==> src/rtl/codec_irq_pkg.sv <==
package codec_irq_pkg;
    localparam int unsigned CIRQ_NUM_EVT = 6;
    localparam int unsigned CIRQ_REG_W   = 8;

    typedef enum logic [1:0] {
        ST_IDLE  = 2'd0,
        ST_PULSE = 2'd1,
        ST_HOLD  = 2'd2
    } pulse_st_t;

    typedef enum logic [1:0] {
        FORM_LVL_HI   = 2'b00,
        FORM_LVL_LO   = 2'b01,
        FORM_PULSE_HI = 2'b10,
        FORM_PULSE_LO = 2'b11
    } irq_form_t;
endpackage

==> src/rtl/cirq_flag_bank.sv <==
module cirq_flag_bank #(
    parameter int unsigned NUM_EVT = 6
) (
    input  logic               clk,
    input  logic               rst_n,
    input  logic [NUM_EVT-2:0] src_evt,
    input  logic               jack_lvl,
    input  logic               clr_we,
    input  logic [NUM_EVT-1:0] clr_bits,
    output logic [NUM_EVT-1:0] flags
);
    logic               jack_q;
    logic [NUM_EVT-1:0] set_vec;

    always_ff @(posedge clk) begin
        if (!rst_n) jack_q <= 1'b0;
        else        jack_q <= jack_lvl;
    end

    assign set_vec = {jack_q ^ jack_lvl, src_evt};

    for (genvar i = 0; i < NUM_EVT; i++) begin : g_flag
        always_ff @(posedge clk) begin
            if (!rst_n)
                flags[i] <= 1'b0;
            else if (set_vec[i])
                flags[i] <= 1'b1;
            else if (clr_we && clr_bits[i])
                flags[i] <= 1'b0;
        end

        // a set source leaves the flag set on the next cycle
        a_r2_sticky_set: assert property (@(posedge clk) disable iff (!rst_n)
            set_vec[i] |=> flags[i]);
        // clearing write without a competing event drops the flag
        a_r3_w1c: assert property (@(posedge clk) disable iff (!rst_n)
            (clr_we && clr_bits[i] && !set_vec[i]) |=> !flags[i]);
        // a flag never rises without a source
        a_r3_no_spurious: assert property (@(posedge clk) disable iff (!rst_n)
            (!flags[i] && !set_vec[i]) |=> !flags[i]);
        // event beats a same-cycle clear
        a_r4_event_wins: assert property (@(posedge clk) disable iff (!rst_n)
            (clr_we && clr_bits[i] && set_vec[i]) |=> flags[i]);
    end
endmodule

==> src/rtl/cirq_mask_reg.sv <==
module cirq_mask_reg #(
    parameter int unsigned       REG_W   = 8,
    parameter logic [REG_W-1:0]  RST_VAL = '0
) (
    input  logic             clk,
    input  logic             rst_n,
    input  logic             we,
    input  logic [REG_W-1:0] wdata,
    output logic [REG_W-1:0] q
);
    always_ff @(posedge clk) begin
        if (!rst_n)  q <= RST_VAL;
        else if (we) q <= wdata;
    end

    // the mask register holds the last written value
    a_r7_load: assert property (@(posedge clk) disable iff (!rst_n)
        we |=> q == $past(wdata));
    a_r7_hold: assert property (@(posedge clk) disable iff (!rst_n)
        !we |=> $stable(q));
endmodule

==> src/rtl/cirq_out_fsm.sv <==
module cirq_out_fsm
    import codec_irq_pkg::*;
(
    input  logic      clk,
    input  logic      rst_n,
    input  logic      req,
    input  irq_form_t form,
    output logic      irq
);
    pulse_st_t state, state_nx;

    always_comb begin
        state_nx = state;
        unique case (state)
            ST_IDLE:  if (req) state_nx = ST_PULSE;
            ST_PULSE: state_nx = req ? ST_HOLD : ST_IDLE;
            ST_HOLD:  if (!req) state_nx = ST_IDLE;
            default:  state_nx = ST_IDLE;
        endcase
    end

    always_ff @(posedge clk) begin
        if (!rst_n) state <= ST_IDLE;
        else        state <= state_nx;
    end

    always_comb begin
        unique case (form)
            FORM_LVL_HI:   irq = req;
            FORM_LVL_LO:   irq = !req;
            FORM_PULSE_HI: irq = (state == ST_PULSE);
            FORM_PULSE_LO: irq = (state != ST_PULSE);
            default:       irq = 1'b0;
        endcase
    end

    // a pulse lasts one cycle
    a_r9_one_cycle: assert property (@(posedge clk) disable iff (!rst_n)
        (state == ST_PULSE) |=> (state != ST_PULSE));
    // a pulse only follows an idle period with a new request
    a_r9_entry: assert property (@(posedge clk) disable iff (!rst_n)
        (state == ST_PULSE) |-> ($past(state) == ST_IDLE && $past(req)));
    // no pulse while the request persists in HOLD
    a_r9_hold: assert property (@(posedge clk) disable iff (!rst_n)
        (state == ST_HOLD && req) |=> (state == ST_HOLD));
endmodule

==> src/rtl/codec_irq_ctrl.sv <==
module codec_irq_ctrl
    import codec_irq_pkg::*;
#(
    parameter int unsigned NUM_EVT  = CIRQ_NUM_EVT,
    parameter int unsigned REG_W    = CIRQ_REG_W,
    parameter logic [7:0]  MASK_RST = 8'h3F
) (
    input  logic               clk,
    input  logic               rst_n,
    input  logic [NUM_EVT-2:0] src_evt_i,
    input  logic               jack_lvl_i,
    input  logic               wr_en_i,
    input  logic               wr_sel_i,
    input  logic [REG_W-1:0]   wr_data_i,
    input  logic               rd_sel_i,
    output logic [REG_W-1:0]   rd_data_o,
    output logic               irq_o
);
    localparam int unsigned LIVE_BIT = NUM_EVT;
    localparam int unsigned FORM_LSB = REG_W - 2;

    logic [NUM_EVT-1:0] flags;
    logic [REG_W-1:0]   mask_q;
    logic               req;
    irq_form_t          form;

    cirq_flag_bank #(.NUM_EVT(NUM_EVT)) u_flags (
        .clk      (clk),
        .rst_n    (rst_n),
        .src_evt  (src_evt_i),
        .jack_lvl (jack_lvl_i),
        .clr_we   (wr_en_i && wr_sel_i),
        .clr_bits (wr_data_i[NUM_EVT-1:0]),
        .flags    (flags)
    );

    cirq_mask_reg #(.REG_W(REG_W), .RST_VAL(MASK_RST[REG_W-1:0])) u_mask (
        .clk   (clk),
        .rst_n (rst_n),
        .we    (wr_en_i && !wr_sel_i),
        .wdata (wr_data_i),
        .q     (mask_q)
    );

    assign req  = |(flags & ~mask_q[NUM_EVT-1:0]);
    assign form = irq_form_t'(mask_q[FORM_LSB +: 2]);

    cirq_out_fsm u_fsm (
        .clk   (clk),
        .rst_n (rst_n),
        .req   (req),
        .form  (form),
        .irq   (irq_o)
    );

    always_comb begin
        rd_data_o = '0;
        if (rd_sel_i) begin
            rd_data_o[NUM_EVT-1:0] = flags;
            rd_data_o[LIVE_BIT]    = jack_lvl_i;
        end else begin
            rd_data_o = mask_q;
        end
    end

    // with every source masked, a level-high form never interrupts
    a_r7_masked_quiet: assert property (@(posedge clk) disable iff (!rst_n)
        (mask_q == {2'b00, {(REG_W-2){1'b1}}}) |-> !irq_o);
    // flag read never shows bit 7
    a_r6_top_zero: assert property (@(posedge clk) disable iff (!rst_n)
        rd_sel_i |-> !rd_data_o[REG_W-1]);
endmodule

==> config.mk <==
export PLATFORM = sky130hd
export DESIGN_NAME = codec_irq_ctrl
export DESIGN_NICKNAME = d
export VERILOG_FILES = /design/src/rtl/codec_irq_pkg.sv /design/src/rtl/cirq_flag_bank.sv /design/src/rtl/cirq_mask_reg.sv /design/src/rtl/cirq_out_fsm.sv /design/src/rtl/codec_irq_ctrl.sv
export SDC_FILE = /design/constraint.sdc
export NUM_CORES = 1
export LEC_CHECK = 0
export BUFFER_PORTS_ARGS = -buffer_cell sky130_fd_sc_hd__buf_2
export CORE_ASPECT_RATIO = 1.25
export CORE_UTILIZATION = 42
export CTS_CLUSTER_SIZE = 24
export DETAILED_ROUTE_END_ITERATION = 12
export PLACE_DENSITY = 0.69
export SYNTH_ARGS = -nofsm -noshare
export SYNTH_HDL_FRONTEND = slang
export SYNTH_SLANG_ARGS = --single-unit
==> constraint.sdc <==
create_clock -name clk -period 1.1 [get_ports clk]
set_clock_uncertainty 0.05 [all_clocks]
set_input_delay 0.11 -clock clk [delete_from_list [all_inputs] [get_ports clk]]
set_output_delay 0.11 -clock clk [all_outputs]
set_load 0.005 [all_outputs]
* Word level (Yosys, flattened, before mapping)
Index checks and enable logic that the tools add are counted.
Storage, ports and cells: register bits 17, output and inout bits 9, logic and storage cells 59, input bits 19
Cells by class: reductions and logical operators 20, equality and inequality tests 8, bitwise gates (word level) 3, multiplexer cells 19
Operator list (number):
- $mux 1 | 13
- $reduce_bool 2->1 | 6
- $logic_and 1x1->1 | 8
- $mux 7 | 1
- $and 6x6->6 | 1
- $eq 2x2->1 const B | 3
- $mux 2 | 3
- $not 6->6 | 1
- $pmux 2 s3 | 1
- $reduce_or 6->1 | 1
- $eq 2x1->1 const B | 2
- $logic_not 2->1 | 2
- $ne 2x1->1 const B | 2
- $pmux 1 s4 | 1
- $logic_not 1->1 | 2
- $ne 2x2->1 const B | 1
- $reduce_and 2->1 | 1
- $xor 1x1->1 | 1

* Logic depth before layout (Yosys ltp)
depth in word-level cells 5, depth in mapped cells 5, depth with buffers taken out 4

* Cells and area by module
From an unflattened synthesis, not the netlist that was laid out.
Unflattened totals: cells, all modules 77, area total of the unflattened synthesis 778.2 µm²
Modules (own cells, without submodules):
- cirq_mask_reg | area an instance 286.5 µm², sequential area each 160.2 µm², times used 1, cells an instance 25
- cirq_flag_bank | area an instance 245.2 µm², sequential area each 140.1 µm², times used 1, cells an instance 21
- codec_irq_ctrl | area an instance 156.4 µm², sequential area each 0.0 µm², times used 1, cells an instance 21
- cirq_out_fsm | area an instance 90.1 µm², sequential area each 40.0 µm², times used 1, cells an instance 10

* Worst setup path before layout
OpenSTA, ideal clock, no wires.
kind flip-flop to output port, from reg u_flags.flags[3], to out irq_o, data required time 0.940 ns, stages on the path, launching flop included 5, path slack 0.019 ns, buffers on the path 0, arrival 0.921 ns, path through dfxtp_1 clkinv_1 o22ai_2 o41ai_2 xnor2_1
On the way: word-level cells in the longest chain between the ends 4
RTL lines:
- from (decl) | line cirq_flag_bank.sv:10 | output logic [NUM_EVT-1:0] flags
- from (signal, indexed assignment) | line cirq_flag_bank.sv:25 | flags[i] <= 1'b0;
- from (signal, indexed assignment) | line cirq_flag_bank.sv:27 | flags[i] <= 1'b1;
- from (signal, indexed assignment) | line cirq_flag_bank.sv:29 | flags[i] <= 1'b0;
- $and 6x6->6 (*) | line codec_irq_ctrl.sv:45 | assign req = |(flags & ~mask_q[NUM_EVT-1:0]);
- $reduce_or 6->1 (*) | line codec_irq_ctrl.sv:45
- $logic_not 1->1
- $pmux 1 s4 (*) | line cirq_out_fsm.sv:28 | unique case (form)
- to (decl) | line codec_irq_ctrl.sv:17 | output logic irq_o
Mark *: on every way between the ends. The rest lies on a longest branch, timed or not.

* Worst setup path after layout
Same ends and word-level chain as after synthesis.

==> results by group <==
Worst setup path
  • Worst reg2reg path endpoint: u_fsm.state[0]
  • R2r worst-path depth: 5
  • Worst R2R Setup Slack: -0.05 ns
  • Critical Path AT: 1.44 ns
  • Worst setup path class: register to output port
  • CP endpoint kind: output port
  • Critical path peak fanout: 2
  • Worst setup SP type: register
  • Critical Path RT: 0.94 ns
  • R2r startpoint: u_flags.flags[3]

GRT
  • Vias in the first global route: 687
  • Global route overflow: 0
  • Largest net degree at the start of global routing: 18
  • GRT Resource Usage Total: 0.2167
  • First-pass GRT wire length: roughly 3.0 mm
  • Initial antenna violation count: 0

Timing
  • Slew Limit Fails: 0
  • Endpoints failing setup: 11
  • Setup_tns: -2.085 ns
  • Final min period: 1.597 ns
  • Max frequency: 626.3 MHz
  • Worst Slack Setup Final: -0.4967 ns
  • Worst rel slew slack: 0.7772
  • Final Hold Viols: 0
  • Part of the cycle the worst path needs: 1.452
  • RSZ-0062 raised after global routing: yes
  • Worst-Margin Slew: 0.3341 ns

Drt
  • Routed wire length: 2.221 mm
  • ANT nets after route: 0
  • Via count: approximately 800
  • DRC: 0
  • Vias per cell: 4.933
  • Wirelength per Cell: 13.63 um
  • DR iter-0 viols: 20
  • DR pass1 iterations: 4

Layout
  • Final Instance Count excl. Fillers: 163
  • Area Growth Syn to Fin: 62.05%
  • Nets: 164
  • Fillers: 138
  • Layout cells sized above 1: 0.5486
  • Final Core Density: 0.7293
  • N_diodes: 0

Yosys
  • Top cell type's share of synthesized area: 0.4283
  • Sequential fraction of the synthesis area: 0.4283
  • Largest area contributor in the netlist: dfxtp_1
  • Syn_area_per_cell: roughly 8.4 um2
  • Count leader, synth: nand2_1
  • Post-synth EDFFs: 0
  • Ys flop type: dfxtp_1
  • Cells after Synth: 95
  • Ys Warns: 0
  • Async S/R FF share, synth: 0
  • Post-Synthesis Cell Area: slightly below 800 um2
  • #FFs+latches synth: 17
  • Syn Nets: 114
  • Synth area leaders: dfxtp_1 (43%), nand2_1 (11%), mux2_2 (9.9%)
  • Netlist cell types: 24
  • Top cells by count, synth: nand2_1 (23), dfxtp_1 (17), nor2b_1 (8), mux2_2 (7)

CTS
  • Clk sinks: 17
  • CTS tree: done
  • Root buffer cell: clkbuf_4
  • # H-tree levels: 1
  • CTS clk-pin slew, worst paths: 0.10 ns
  • Clk_lat worst skew: approximately 0.29 ns
  • Num CTS Buffers: 3
  • Clk buf depth: 2

Die
  • Starting density of the core: 0.4500
  • Core footprint: 1765 um2
  • Die Area: 2071 um2
  • Die height: 50.63 um
  • Die W: between 40 and 50 um
  • Boundary pin count: 28
  • Row count: 17

Power and ir drop
  • P_leak: just over 0.6 nW
  • Peak supply drop: 871.1 uV
  • Cell internal pwr: 1.047 mW
  • Sequential power share: 0.485
  • Combinational share of power: 0.282
  • Power density cells: 1116 nW/um2
  • Clk network pwr share: 0.233
  • Net Sw Frac: 0.2715
  • Switch Pwr: just under 0.4 mW

Place
  • Port Buffers: 27
  • Post-detail-place hpwl: between 1 and 1.5 mm
  • Gpl congestion: 0.7554
  • Placed insts: 150
  • Place WS: -0.1442 ns

Worst hold path
  • Min-delay worst type: input port to register
  • HP Start: wr_data_i[3]
  • Hold endpoint: u_mask.q[3]
  • Hold Path Depth: 3

Run status
  • Status: finished with violations
  • Failing checks: setup timing

Flow run
  • Max_cap viols: 0
cell families (layout without fill, tap and decap cells):
kind of cell | after synthesis | count (layout) | synth area share
xor gates and xnor gates | 3 | 3 | 0.03308
AOI/OAI and AO/OA | 13 | 13 | 0.1150
buffers and inverters | 12 | 61 | 0.06141
muxes | 7 | 7 | 0.09922
DFF | 17 | 17 | 0.4284
and+or+nand+nor | 43 | 43 | 0.2630
placed cells by master, fill, tap and decap left out:
cell type	synthesis	routed
a21boi_0	1	1
a21boi_1	1	1
a21oi_1	6	6
and2_1	2	2
buf_2	2	21
buf_4	0	8
buf_6	0	17
clkbuf_4	0	3
clkinv_2	0	2
dfxtp_1	17	3
dfxtp_2	0	14
dlygate4sd3_1	0	4
inv_1	6	5
inv_2	0	1
mux2_2	7	1
mux2_4	0	6
nand2_1	23	23
nand2b_1	1	1
nand3_1	6	6
nor2_1	1	1
nor2b_1	8	7
nor2b_4	0	1
nor3_2	0	1
nor4b_2	1	1
o21ai_0	1	1
o22ai_1	2	1
o22ai_2	1	1
o22ai_4	0	1
o41ai_2	1	1
xnor2_1	1	1
xor2_1	2	2
power by group through the flow:
| stage | clock network (mW) | logic, mW | registers (mW) |
|---|---|---|---|
| 3_5_place_dp | 0 | 0.288 | 0.695 |
| 5_1_grt | 0.364 | 0.438 | 0.702 |
| 2_1_floorplan | 0 | 0.147 | 0.696 |
| 3_3_place_gp | 0 | 0.281 | 0.693 |
| 4_1_cts | 0.340 | 0.353 | 0.693 |
| 6_report | 0.334 | 0.405 | 0.697 |
critical path, cell delays in order, from the launching register on:
cell and delay, ns:
dfxtp_2 0.35, clkinv_2 0.06, o22ai_4 0.07, o41ai_2 0.35
xnor2_1 0.17, buf_2 0.15
repair_timing:
item | 4_1_cts | 5_1_grt
buffers inserted | 4 | 4
hold buffers | 4 | 0
endpoints found under the hold margin | 4 | 0
setup endpoints to repair | 10 | 11
pin swaps | 3 | 2
gates resized for setup | 31 | 14
layout make-up:
cell class	count	area, um2	share of cell area
Tap cell	19	23.77	0.01846
Clock inverter	1	5.005	0.003887
Sequential cell	17	357.8	0.2779
Inverter	7	27.53	0.02138
Multi-Input combinational cell	66	454.2	0.3528
Clock buffer	3	22.52	0.01749
Timing Repair Buffer	50	396.6	0.3081
through the flow:
step / power (mW) / area [um2] / hold slack [ns]
4_1_cts: 1.386 / 1212 / 0.0008343
3_5_place_dp: 0.9835 / 1036 / 0.2881
3_3_place_gp: 0.9743 / 1036 / 0.2860
5_1_grt: 1.504 / 1287 / 0.002779
2_1_floorplan: 0.8428 / 794.5 / 0.1817
6_report: 1.437 / 1287 / 0.001445
state kept, by name (all words and copies together) (netlist names):
signal          flops
u_flags.flags       6
u_flags.jack_q      1
u_fsm.state         2
u_mask.q            8
layer usage:
metal | vias to the layer above | share of wire | global-route usage | routed length [um]
li1 | 407 | - | - | -
met1 | 371 | 0.43 | 0.2618 | 944
met2 | 24 | 0.53 | 0.3724 | 1186
met3 | 2 | 0.036 | 0.02655 | 81
met4 | 0 | 0.0036 | 0.06667 | 8
met5 | - | 0 | 0 | 0
worst max-delay path by stage:
stage,startpoint,endpoint,slack (ns),cells past startpoint
6_report,u_flags.flags[3],irq_o,-0.50,5
5_1_grt,u_flags.flags[3],irq_o,-0.55,5
3_5_place_dp,u_flags.flags[0],irq_o,-0.14,5
4_1_cts,u_flags.flags[3],irq_o,-0.47,5
2_1_floorplan,u_flags.flags[3],irq_o,0.02,4
3_3_place_gp,u_flags.flags[0],irq_o,-0.13,5
(Power assumes the default switching activity.)
